==> src/rtl/dac_rx_pkg.sv <==
package dac_rx_pkg;
  localparam int FRAME_W = 24;
  localparam int DATA_W  = 16;
  localparam int MODE_LO = 16;
  localparam int MODE_W  = 2;

  typedef enum logic [MODE_W-1:0] {
    PWR_ON      = 2'b00,
    PWR_DN_1K   = 2'b01,
    PWR_DN_100K = 2'b10,
    PWR_DN_HIZ  = 2'b11
  } pwr_mode_e;
endpackage

==> src/rtl/dac_rx_sync.sv <==
module dac_rx_sync #(
  parameter int STAGES = 2
) (
  input  logic clk,
  input  logic rst,
  input  logic fs_n_i,
  input  logic sck_i,
  input  logic sdi_i,
  output logic act_o,
  output logic start_o,
  output logic stop_o,
  output logic fall_o,
  output logic bit_o
);
  localparam int NPIN = 3;
  localparam logic [NPIN-1:0] IDLE = 3'b110; // {fs_n, sck, sdi}

  logic [NPIN-1:0] stg [STAGES];
  logic [NPIN-1:0] prev_q;

  genvar g;
  generate
    for (g = 0; g < STAGES; g++) begin : g_stage
      always_ff @(posedge clk) begin
        if (rst) stg[g] <= IDLE;
        else if (g == 0) stg[g] <= {fs_n_i, sck_i, sdi_i};
        else stg[g] <= stg[(g == 0) ? 0 : g-1];
      end
    end
  endgenerate

  always_ff @(posedge clk) begin
    if (rst) prev_q <= IDLE;
    else     prev_q <= stg[STAGES-1];
  end

  logic [NPIN-1:0] cur;
  assign cur     = stg[STAGES-1];
  assign act_o   = ~cur[2];
  assign start_o = prev_q[2] & ~cur[2];
  assign stop_o  = ~prev_q[2] & cur[2];
  assign fall_o  = prev_q[1] & ~cur[1];
  assign bit_o   = cur[0];
endmodule

==> src/rtl/dac_rx_framer.sv <==
module dac_rx_framer
  import dac_rx_pkg::*;
(
  input  logic               clk,
  input  logic               rst,
  input  logic               act_i,
  input  logic               start_i,
  input  logic               stop_i,
  input  logic               fall_i,
  input  logic               bit_i,
  output logic               commit_o,
  output logic [FRAME_W-1:0] frame_o
);
  localparam int CNT_W = $clog2(FRAME_W + 1);

  logic [FRAME_W-1:0] sh_q;
  logic [CNT_W-1:0]   cnt_q;
  logic               done_q;
  logic [FRAME_W-1:0] sh_nxt;

  assign sh_nxt = {sh_q[FRAME_W-2:0], bit_i};

  always_ff @(posedge clk) begin
    if (rst) begin
      sh_q     <= '0;
      cnt_q    <= '0;
      done_q   <= 1'b0;
      commit_o <= 1'b0;
      frame_o  <= '0;
    end else begin
      commit_o <= 1'b0;
      if (start_i || stop_i) begin
        sh_q   <= '0;
        cnt_q  <= '0;
        done_q <= 1'b0;
      end else if (act_i && fall_i && !done_q) begin
        sh_q <= sh_nxt;
        if (cnt_q == CNT_W'(FRAME_W - 1)) begin
          cnt_q    <= CNT_W'(FRAME_W);
          done_q   <= 1'b1;
          commit_o <= 1'b1;
          frame_o  <= sh_nxt;
        end else begin
          cnt_q <= cnt_q + 1'b1;
        end
      end
    end
  end

  // the edge count is bounded by one frame
  a_r7_cnt_bound: assert property (@(posedge clk) disable iff (rst)
    cnt_q <= CNT_W'(FRAME_W));

  // a commit is never repeated on the next cycle
  a_r5_commit_single: assert property (@(posedge clk) disable iff (rst)
    commit_o |=> !commit_o);
endmodule

==> src/rtl/dac_rx_regs.sv <==
module dac_rx_regs
  import dac_rx_pkg::*;
#(
  parameter int RES = 16
) (
  input  logic               clk,
  input  logic               rst,
  input  logic               commit_i,
  input  logic [FRAME_W-1:0] frame_i,
  output logic [RES-1:0]     code_o,
  output logic [MODE_W-1:0]  mode_o,
  output logic               strobe_o
);
  localparam int LSB = DATA_W - RES;

  logic [RES-1:0]    slice;
  logic [MODE_W-1:0] fmode;

  generate
    if (LSB > 0) begin : g_reduced
      assign slice = frame_i[DATA_W-1:LSB];
    end else begin : g_full
      assign slice = frame_i[DATA_W-1:0];
    end
  endgenerate

  assign fmode = frame_i[MODE_LO+MODE_W-1:MODE_LO];

  always_ff @(posedge clk) begin
    if (rst) begin
      code_o   <= '0;
      mode_o   <= PWR_ON;
      strobe_o <= 1'b0;
    end else begin
      strobe_o <= commit_i;
      if (commit_i) begin
        mode_o <= fmode;
        if (fmode == PWR_ON) code_o <= slice;
      end
    end
  end

  // held state moves only on a commit
  a_r6_hold_no_commit: assert property (@(posedge clk) disable iff (rst)
    !commit_i |=> ($stable(code_o) && $stable(mode_o)));

  // a power-down commit keeps the code
  a_r8_pd_keeps_code: assert property (@(posedge clk) disable iff (rst)
    (commit_i && fmode != PWR_ON) |=> $stable(code_o));

  // strobe lasts one cycle
  a_r5_strobe_pulse: assert property (@(posedge clk) disable iff (rst)
    strobe_o |=> !strobe_o);
endmodule

==> src/rtl/dac_cmd_rx.sv <==
module dac_cmd_rx
  import dac_rx_pkg::*;
#(
  parameter int RES         = 16,
  parameter int SYNC_STAGES = 2
) (
  input  logic              clk,
  input  logic              rst,
  input  logic              fs_n_i,
  input  logic              sck_i,
  input  logic              sdi_i,
  output logic [RES-1:0]    code_o,
  output logic [MODE_W-1:0] pwr_mode_o,
  output logic              update_o
);
  logic act, start, stop, fall, sbit, commit;
  logic [FRAME_W-1:0] frame;

  dac_rx_sync #(.STAGES(SYNC_STAGES)) u_sync (
    .clk(clk), .rst(rst), .fs_n_i(fs_n_i), .sck_i(sck_i), .sdi_i(sdi_i),
    .act_o(act), .start_o(start), .stop_o(stop), .fall_o(fall), .bit_o(sbit)
  );

  dac_rx_framer u_framer (
    .clk(clk), .rst(rst), .act_i(act), .start_i(start), .stop_i(stop),
    .fall_i(fall), .bit_i(sbit), .commit_o(commit), .frame_o(frame)
  );

  dac_rx_regs #(.RES(RES)) u_regs (
    .clk(clk), .rst(rst), .commit_i(commit), .frame_i(frame),
    .code_o(code_o), .mode_o(pwr_mode_o), .strobe_o(update_o)
  );
endmodule

==> config.mk <==
export PLATFORM = sky130hd
export DESIGN_NAME = dac_cmd_rx
export DESIGN_NICKNAME = d
export VERILOG_FILES = /design/src/rtl/dac_rx_pkg.sv /design/src/rtl/dac_rx_sync.sv /design/src/rtl/dac_rx_framer.sv /design/src/rtl/dac_rx_regs.sv /design/src/rtl/dac_cmd_rx.sv
export SDC_FILE = /design/constraint.sdc
export NUM_CORES = 1
export LEC_CHECK = 0
export BUFFER_PORTS_ARGS = -buffer_cell sky130_fd_sc_hd__buf_2
export CAP_MARGIN = 10
export CELL_PAD_IN_SITES_DETAIL_PLACEMENT = 0
export CELL_PAD_IN_SITES_GLOBAL_PLACEMENT = 1
export CORE_MARGIN = 2
export CORE_UTILIZATION = 48
export CTS_BUF_LIST = sky130_fd_sc_hd__clkbuf_8
export CTS_CLUSTER_SIZE = 25
export DETAILED_ROUTE_END_ITERATION = 10
export GPL_TIMING_DRIVEN = 1
export PLACE_DENSITY_LB_ADDON = 0.1
export SLEW_MARGIN = 30
export SYNTH_ARGS = -nofsm -noshare
export SYNTH_HDL_FRONTEND = slang
export SYNTH_HIERARCHICAL = 1
export SYNTH_SLANG_ARGS = --single-unit
export TNS_END_PERCENT = 10
==> constraint.sdc <==
create_clock -name clk -period 2 [get_ports clk]
set_clock_uncertainty 0.1 [all_clocks]
set_input_delay 0.3 -clock clk [delete_from_list [all_inputs] [get_ports clk]]
set_output_delay 0.3 -clock clk [all_outputs]
set_load 0.01 [all_outputs]
[Word-level counts from Yosys, hierarchy flattened]
Memory sizes are Yosys's and may differ from the RTL's.
Cells that the tools add are included.
Cells by class
  add/subtract/negate cells: 1
  eq/ne operators: 1
  multiplexer cells: 7
  bitwise gates (word level): 10
  reductions and logical operators: 10
Operators by type and width (count)
  $mux W3: 2
  $add A5 B1 Y5 const B: 1
  $eq A5 B5 Y1 const B: 1
  $mux W5: 1
  $not A1 Y1: 5
  $mux W1: 4
  $reduce_and A2 Y1: 2
  $and A1 B1 Y1: 3
  $reduce_and A3 Y1: 1
  $reduce_or A3 Y1: 1
  $logic_and A1 B1 Y1: 2
  $logic_not A2 Y1: 1
  $or A1 B1 Y1: 2
  $reduce_or A2 Y1: 1
  $logic_not A1 Y1: 1
  $logic_or A1 B1 Y1: 1
Word-level totals
  register bits after elaboration: 64
  bits in writable memories: 6
  output and inout bits: 19
  memories kept: 1
Memories
  u_sync.stg: words 2, bits a word 3, rd ports 2, clocked after Yosys merged registers in 0, write ports 2, line dac_rx_sync.sv:18  | logic [NPIN-1:0] stg [STAGES];

[Logic depth before layout (Yosys ltp)]
Gate-level depths: netlist (run 1).
  word-level depth: 6
  gate-level depth with buffers: 6
  depth with buffers taken out: 4

[By module]
The synthesis (run 1) kept the hierarchy.
By module, submodules not included
  dac_rx_framer: instances 1, cells an instance 240, area each 2195.9 sq um
  dac_rx_regs: instances 1, cells an instance 78, area each 832.0 sq um
  dac_rx_sync: instances 1, cells an instance 20, area each 232.7 sq um

[Worst setup path before layout (run 1)]
OpenSTA, ideal clock, no wires.
  path type: register to register
  from: reg u_sync.prev_q[1], read port of u_sync.stg
  to: reg u_framer.frame_o[0]
  setup time: 0.072 ns
  arrival time: 1.522 ns
  slack: 0.307 ns
  stages on the path, launching flop included: 6
  path buffers: 1
  clock period less this slack: 1.693 ns
  cells stage by stage: dfxtp_1 nor2b_1 nand4b_4 nor4_4 buf_6 mux2i_1
Between the ends
  cells in the longest elaborated chain, start to end: 4
RTL lines
  start: declaration: line dac_rx_sync.sv:19  | logic [NPIN-1:0] prev_q;
  $and A1 B1 Y1: line dac_rx_sync.sv:42  | assign fall_o = prev_q[1] & ~cur[1];
  named net fall: line dac_cmd_rx.sv:16  | logic act, start, stop, fall, sbit, commit;
  $logic_and A1 B1 Y1 (2 in a row): line dac_rx_framer.sv:36  | end else if (act_i && fall_i && !done_q) begin
  $reduce_and A3 Y1 (no source line)
  end signal: assignment: line dac_rx_framer.sv:42  | frame_o <= sh_nxt;
  end: declaration: line dac_rx_framer.sv:12  | output logic [FRAME_W-1:0] frame_o
The timed path passes the listed nets, and every way through them passes these cells.
A chain may end at the register's enable or synchronous reset.

[Final worst setup path (run 1)]
  from: reg u_framer.cnt_q[0]
  to: reg u_framer.frame_o[9]
Between the ends
  cells in the longest elaborated chain, start to end: 2
RTL lines
  start: declaration: line dac_rx_framer.sv:17  | logic [CNT_W-1:0] cnt_q;
  start signal: assignment: line dac_rx_framer.sv:39  | cnt_q <= CNT_W'(FRAME_W);
  start signal: assignment: line dac_rx_framer.sv:44  | cnt_q <= cnt_q + 1'b1;
  $eq A5 B5 Y1: line dac_rx_framer.sv:38  | if (cnt_q == CNT_W'(FRAME_W - 1)) begin
  $reduce_and A3 Y1 (no source line)
Every way passes these cells.

==> impl_metrics.yaml, run 1 <==
die:
  num_io_pins: 24
  core_sq_um: 5570
  die_w_um: 80.5
  start_util_pct: 50.4
  fp.dieH_um: 80.5
  num_rows: 27
  die-area_sq_um: 6480
logic_synthesis:
  synthesis.instances: 290
  synth_nets: 296
  yosysWarnings: 6
  synth_area_sq_um: 2810
  synth.avg_cell_area_sq_um: 9.69
sta:
  setup_violations: 0
  finalCritPeriodShare_pct: 85.1
  min_period_ps: 1700
  hold_violations: 0
  relSlewSlack_pct: 64.5
  rsz0062_at_grt: "false"
  max_freq_ghz: 0.587
  finalSetupTns_ps: 0
  worst_pin_slew_ps: 533
  whs_ps: 42.6
  drv_slew: 0
setup_path:
  worst-setup-path-type: "reg -> reg"
  required_ps: 2160
  cp-start-kind: "register"
  cp.arrival_ps: 1860
  r2r_start: "u_framer/cnt_q[0]"
  r2r_setup_slack_ps: 300
  end_kind: "register"
  worst-r2r-cell-count: 5
  rr_endpoint: "u_framer/frame_o[9]"
  cp_max_fo: 18
min_path:
  worstHoldStart: "fs_n_i"
  hold_path_depth: 2
  min_to: "u_sync/stg[0][2]"
  hold_path_class: "in -> reg"
clocking:
  postCtsHoldBufs: 0
  clk_latency_ps: 330
  cts-root-buf: "clkbuf_8"
  clock-sinks: 69
  clockBufferDepth: 2
  ctsResizeCount: 0
  path_clk_slew_ps: 70
  htree_num_levels: 3
  cts_buffers: 9
  cts_tree: "yes"
  postCtsSetupBuffers: 0
drt:
  drt_pass1_iterations: 4
  ant_nets: 0
  via_per_inst: 4.67
  routed_wl_um: 4390
  post_drt_wl_per_cell_um: 11.3
  drt_iter0_drc: 78
  drc_errors: 0
  num_vias: 1815
pwr:
  p_leak_nw: 1.12
  irDropWorstVdd_v: 0.000478
  powerDensity_nw_per_um2: 800
placement:
  numPortBuffers: 23
  gp_congestion: 0.713
  place_hpwl_um: 2870
global_route:
  grt_pass1_vias: 1692
  grt_overflow: 0
  track_usage_pct: 15.4
  grt_first_pass_wirelength_um: 7640
  antenna_found_initial: 0
  grt_max_degree: 80
layout:
  layout-drive-gt1-share_pct: 15.8
  diodes: 0
  fin_nets: 318
  syn2layout_area_growth_pct: 12.6
outcome:
  outcome: "complete, no violations"
job:
  drv_cap: 0
-- through the flow --
stage | setup WS, ps | total power [mW] | cell area (sq um) | cells | util [%]
finish | 298 | 2.53 | 3170 | 389 | 56.8
global route | 180 | 2.64 | 3170 | 389 | 56.8
CTS | 286 | 2.57 | 3170 | 389 | 56.8
detailed placement | 303 | 1.48 | 2970 | 373 | 53.3
global placement | 346 | 1.48 | 2970 | 373 | 53.3
floorplan | 316 | 1.47 | 2810 | 290 | -
-- sequential cells by signal (all words and copies together), names as in the netlist, 2 cells and up --
signal and count:
u_framer/frame_o 18, u_framer/sh_q 17, u_regs/code_o 16, u_sync/stg 6
u_framer/cnt_q 5, u_regs/mode_o 2, u_sync/prev_q 2
-- placed cells by master (no fill, tap or decap), types with 2 or more instances in the layout --
master,count
nand2b_1,69
dfxtp_1,69
nand2_1,39
mux2i_1,37
buf_2,23
a21oi_1,21
clkbuf_8,10
buf_4,7
or2_1,6
inv_1,5
nor2b_1,5
nor2_1,3
clkinv_2,2
nand3b_1,2
nand3_1,2
nor3_1,2
-- layout make-up --
cell class / instances / area (sq um)
clock buffers: 10 / 138
repair buffers: 31 / 188
flip-flops and latches: 69 / 1380
fillers: 502 / 2410
well taps: 72 / 90.1
clock inverters: 6 / 55.1
inverters: 3 / 11.3
multi-input cells: 198 / 1300
-- worst max-delay path, cell delays in order (launching register included) --
cell      delay (ps)
dfxtp_1          380
ha_1             230
nand3b_1         230
nor4_4           260
buf_12           220
mux2i_1          200
-- routing by layer --
metal	vias to the layer above	GRT usage (%)	routed length [um]
met5	-	0	0
met2	27	21.9	1740
met1	794	21.0	2410
met3	6	3.82	167
met4	0	9.15	65
li1	988	-	-
-- worst max-delay path by stage --
stage / to / depth (start not counted) / start
2_1_floorplan: u_framer/frame_o[10] / 5 / u_sync/prev_q[1]
3_3_place_gp: u_framer/frame_o[12] / 5 / u_framer/cnt_q[0]
3_5_place_dp: u_framer/frame_o[9] / 5 / u_framer/cnt_q[0]
4_1_cts: u_framer/frame_o[4] / 5 / u_framer/cnt_q[0]
5_1_grt: u_framer/frame_o[13] / 5 / u_framer/cnt_q[0]
6_report: u_framer/frame_o[9] / 5 / u_framer/cnt_q[0]
-- power breakdown --
| group | switching [mW] | internal, mW | leakage (nW) |
|---|---|---|---|
| clock | 0.486 | 0.596 | 0.105 |
| sequential | 0.00250 | 1.38 | 0.557 |
| combinational | 0.0351 | 0.0326 | 0.456 |
No activity file was read; power rests on OpenSTA's default activity.
==> inputs of run 2 (changes only) <==
--- a/config.mk
+++ b/config.mk
@@ -14,7 +14,7 @@
 export CTS_BUF_LIST = sky130_fd_sc_hd__clkbuf_8
 export CTS_CLUSTER_SIZE = 25
 export DETAILED_ROUTE_END_ITERATION = 10
-export GPL_TIMING_DRIVEN = 1
+export GPL_TIMING_DRIVEN = 0
 export PLACE_DENSITY_LB_ADDON = 0.1
 export SLEW_MARGIN = 30
 export SYNTH_ARGS = -nofsm -noshare
==> run 2 against run 1 <==
Worst setup slack got worse by 90 ps; maximum frequency shrank 5.0%; combinational power rose by 8.0%.
==> impl_metrics.yaml, run 2 (synthesized netlist as in run 1, its figures left out) <==
die:
  start_util_pct: 50.4
  core_sq_um: 5570
  die-area_sq_um: 6480
  num_rows: 27
  die_w_um: 80.5
  num_io_pins: 24
  fp.dieH_um: 80.5
setup_path:
  worst-r2r-cell-count: 6
  cp.arrival_ps: 1960
  worstSetupPathDepth: 6
  cp_num_buf_inv: 2
  worst-setup-path-type: "reg -> reg"
  required_ps: 2160
  cp_max_fo: 9
  cpLargestDelayFamily: "simple AND/OR/NAND/NOR gates"
  cpPeakStageDelay_ps: 370
  cp-start-kind: "register"
  cp_slowest_cell: "dfxtp_1"
  worstPathCellList: "ha_1, nand3b_1, nor4_4, buf_4, buf_6, mux2i_1"
  end_kind: "register"
pwr:
  p_leak_nw: 1.13
  comb_power_share_pct: 2.8
  p_seq_share_pct: 53.5
  irDropWorstVdd_v: 0.000446
  powerDensity_nw_per_um2: 799
  p_int_mw: 1.99
  power_mw: 2.58
  switchingPower_mw: 0.591
  clkPwrFrac_pct: 43.7
  swShare_pct: 22.9
job:
  drv_cap: 0
sta:
  rsz0062_at_grt: "false"
  finalCritPeriodShare_pct: 89.6
  relSlewSlack_pct: 70.9
  whs_ps: 30.9
  hold_violations: 0
  min_period_ps: 1790
  max_freq_ghz: 0.558
  drv_slew: 0
  finalSetupTns_ps: 0
  worst_pin_slew_ps: 437
  setup_violations: 0
clocking:
  cts-root-buf: "clkbuf_8"
  cts_tree: "yes"
  postCtsHoldBufs: 0
  cts_buffers: 9
  path_clk_slew_ps: 80
  clockBufferDepth: 2
  clock-sinks: 69
  htree_num_levels: 3
  clk_latency_ps: 340
placement:
  gp_congestion: 0.723
  place_hpwl_um: 3470
  numPortBuffers: 23
global_route:
  grt_overflow: 0
  grt_pass1_vias: 1862
  grt_first_pass_wirelength_um: 8510
  antenna_found_initial: 0
  track_usage_pct: 17.4
  grt_max_degree: 22
layout:
  fin_nets: 332
  fillers: 524
  diodes: 0
  largest_reg_flops: 18
  top_register: "u_framer/frame_o"
  fin_util_pct: 58.0
  syn2layout_area_growth_pct: 15.0
  reg_top3: "u_framer/frame_o x18, u_framer/sh_q x17, u_regs/code_o x16"
  final_cell_mix: "nand2b_1 (69), dfxtp_1 (69), nand2_1 (39), mux2i_1 (37), buf_2 (24)"
  layout-drive-gt1-share_pct: 15.7
drt:
  drt_pass1_iterations: 4
  drc_errors: 0
  post_drt_wl_per_cell_um: 12.1
  num_vias: 1878
  routed_wl_um: 4860
  via_per_inst: 4.66
  drt_iter0_drc: 47
  ant_nets: 0
outcome:
  outcome: "complete, no violations"
min_path:
  hold_path_depth: 2
  hold_path_class: "in -> reg"
## run 2: changes by cell type in the layout (fill, tap and decap cells not counted), sizes merged
cell	before	now
clkbuf	10	22
clkinvlp	1	3
buf	31	32
inv	5	4
## run 2: path summary, 6_finish.rpt
check	slack, ps	startpoint	endpoint
worst max-delay path	210	u_framer/cnt_q[0]	u_framer/frame_o[15]
worst min-delay path	30	fs_n_i	u_sync/stg[0][2]
worst max register to register	210	u_framer/cnt_q[0]	u_framer/frame_o[15]
worst min register to register	310	u_sync/stg[0][2]	u_sync/stg[1][2]
## run 2: cell type report
type | count | area (sq um) | area share (%)
flip-flops and latches | 69 | 1380 | 42.8
multi-input cells | 198 | 1300 | 40.3
repair buffers | 25 | 130 | 4.03
clock buffers | 9 | 124 | 3.83
plain buffers | 20 | 116 | 3.60
well taps | 72 | 90.1 | 2.79
clock inverters | 7 | 75.1 | 2.32
inverters | 3 | 11.3 | 0.349
## run 2: timing repair
| item | in CTS | in global routing |
|---|---|---|
| pin swaps | 1 | 0 |
| setup buffers | 2 | 0 |
| setup endpoints to repair | 1 | 10 |
| gates resized for setup | 0 | 1 |
## run 2: routing by layer
layer / vias up / part of all wire, % / global-route usage [%]
li1: 1015 / - / -
met2: 28 / 43 / 27.2
met1: 830 / 52 / 21.6
met5: - / 0 / 0
met3: 5 / 3.8 / 6.07
met4: 0 / 1.5 / 7.63
## run 2: power groups by stage
stage	clock [mW]	combinational [mW]	sequential, mW
after floorplan	0	0.0533	1.41
after global placement	0	0.0737	1.41
after detailed placement	0	0.0742	1.41
after CTS	1.16	0.0743	1.38
after global routing	1.23	0.0819	1.38
final	1.13	0.0731	1.38
## run 2: stage by stage
stage	std cells	cell area (sq um)	setup slack [ps]
5_1_grt	403	3230	29.4
4_1_cts	403	3230	138
3_5_place_dp	385	3020	32.5
6_report	403	3230	207
3_3_place_gp	385	3020	56.1
2_1_floorplan	290	2810	316
==> inputs of run 3 (changes only) <==
--- a/config.mk
+++ b/config.mk
@@ -7,10 +7,10 @@
 export LEC_CHECK = 0
 export BUFFER_PORTS_ARGS = -buffer_cell sky130_fd_sc_hd__buf_2
 export CAP_MARGIN = 10
-export CELL_PAD_IN_SITES_DETAIL_PLACEMENT = 0
-export CELL_PAD_IN_SITES_GLOBAL_PLACEMENT = 1
+export CELL_PAD_IN_SITES_DETAIL_PLACEMENT = 1
+export CELL_PAD_IN_SITES_GLOBAL_PLACEMENT = 2
 export CORE_MARGIN = 2
-export CORE_UTILIZATION = 48
+export CORE_UTILIZATION = 40
 export CTS_BUF_LIST = sky130_fd_sc_hd__clkbuf_8
 export CTS_CLUSTER_SIZE = 25
 export DETAILED_ROUTE_END_ITERATION = 10
==> run 3 against run 2 <==
Non-clock buffer count is the same; final area down 0.12%; combinational power increased by 3%; total power is 6.1% lower; cell count grew 5.5%; register-to-register slack lost 70 ps; count of clock-buffer cells in the layout increased by 2; via count up 3.3%; routed wire length up 9.1%; largest power group unchanged.
==> impl_metrics.yaml, run 3 (synthesized netlist as in run 1, its figures left out) <==
drt:
  via_per_inst: 4.56
  highest_layer: "met4"
  routed-wl-met3_um: 175
  drt_pass1_iterations: 4
  post_drt_wl_per_cell_um: 12.5
  num_vias: 1940
  ant_nets: 0
  wl_met1_um: 2650
  met2WireLength_um: 2420
  routed_wl_um: 5300
  drt_iter0_drc: 37
  drc_errors: 0
sta:
  relSlewSlack_pct: 68.6
  finalCritPeriodShare_pct: 92.9
  drv_slew: 0
  worst_pin_slew_ps: 467
  hold_violations: 0
  rsz0062_at_grt: "false"
  max_freq_ghz: 0.538
  setup_violations: 0
  min_period_ps: 1860
layout:
  diodes: 0
  top_register: "u_framer/frame_o"
  reg_top3: "u_framer/frame_o x18, u_framer/sh_q x17, u_regs/code_o x16"
  final_cell_mix: "nand2b_1 (69), dfxtp_1 (69), nand2_1 (39), mux2i_1 (37), buf_2 (24)"
  fin_nets: 332
  syn2layout_area_growth_pct: 14.8
  largest_reg_flops: 18
  layout-drive-gt1-share_pct: 14.9
  fin_cells: 425
clocking:
  cts_tree: "yes"
  postCtsHoldBufs: 0
  cts_buffers: 9
  clockBufferDepth: 2
  path_clk_slew_ps: 70
  clock-sinks: 69
  htree_num_levels: 3
  clk_latency_ps: 330
  cts-root-buf: "clkbuf_8"
die:
  die-area_sq_um: 7710
  core_sq_um: 6790
  num_io_pins: 24
  die_w_um: 87.8
  start_util_pct: 41.4
  num_rows: 30
  fp.dieH_um: 87.8
job:
  drv_cap: 0
placement:
  numPortBuffers: 23
  dpl.cell_count: 409
  gp_congestion: 0.717
  place_hpwl_um: 3850
global_route:
  grt_first_pass_wirelength_um: 9070
  grt_pass1_vias: 1953
  track_usage_pct: 15.2
  grt_overflow: 0
  grt_max_degree: 22
  antenna_found_initial: 0
setup_path:
  cp_slowest_cell: "dfxtp_1"
  cp.arrival_ps: 2020
  cpPeakStageDelay_ps: 380
  cp-start-kind: "register"
  end_kind: "register"
  r2r_setup_slack_ps: 140
  worst-setup-path-type: "reg -> reg"
  cp_max_fo: 9
  worstPathCellList: "ha_1, nand3b_1, nor4_4, buf_4, buf_6, mux2i_1"
  required_ps: 2160
min_path:
  hold_path_class: "in -> reg"
pwr:
  powerDensity_nw_per_um2: 752
  power_mw: 2.43
  irDropWorstVdd_v: 0.000316
  p_leak_nw: 1.13
outcome:
  outcome: "complete, no violations"
[run 3: changes by cell type in the layout (fill, tap and decap cells not counted)]
cell,before,now
inv_1,3,4
clkbuf_8,9,11
clkinv_2,1,2
inv_6,1,0
clkinv_4,1,0
clkinvlp_4,3,0
bufinv_16,1,0
[run 3: final timing paths]
path                     startpoint              endpoint  cells after the start
setup / recovery  u_framer/cnt_q[0]  u_framer/frame_o[14]                      6
hold / removal               fs_n_i      u_sync/stg[0][2]                      2
setup reg to reg  u_framer/cnt_q[0]  u_framer/frame_o[14]                      6
hold reg to reg    u_sync/stg[0][2]      u_sync/stg[1][2]                      1
[run 3: layout make-up]
cell class / instances / area, sq um
flip-flops and latches: 69 / 1380
repair buffers: 25 / 130
inverters: 3 / 11.3
plain buffers: 20 / 116
multi-input cells: 198 / 1300
clock inverters: 3 / 13.8
well taps: 96 / 120
clock buffers: 11 / 151
fillers: 793 / 3570
[run 3: worst max-delay path, delay by kind of cell, from the launching register on]
kind	cells	cell delay (ps)
adders and majority gates	1	240
DFF	1	380
muxes	1	200
buffers and inverters	2	350
and+or+nand+nor	2	520
[run 3: metrics by stage]
stage	instance area [sq um]	hold WS [ps]	utilization (%)	TNS (ps)	setup slack, ps
6_report	3230	42.7	47.5	0	141
5_1_grt	3230	26.1	47.5	0	14.7
4_1_cts	3230	23.7	47.5	0	110
3_5_place_dp	3050	294	44.8	-279	-46.8
3_3_place_gp	3050	287	44.8	0	2.35
2_1_floorplan	2810	272	-	0	316
[run 3: per-layer routing]
metal / vias up / GRT usage, %
met5: - / 0
met4: 0 / 6.29
met3: 7 / 4.34
met2: 24 / 24.0
met1: 900 / 19.7
li1: 1009 / -
[run 3: repair_timing]
item | CTS | global route
pin swaps | 1 | 0
gates resized for setup | 0 | 1
setup endpoints to repair | 9 | 9
setup buffers | 2 | 0
[run 3: where the power goes]
group / leakage, nW / switching, mW / total (mW) / internal, mW
clock network: 0.0922 / 0.473 / 0.968 / 0.495
registers: 0.557 / 0.00257 / 1.38 / 1.38
logic: 0.477 / 0.0412 / 0.0750 / 0.0338
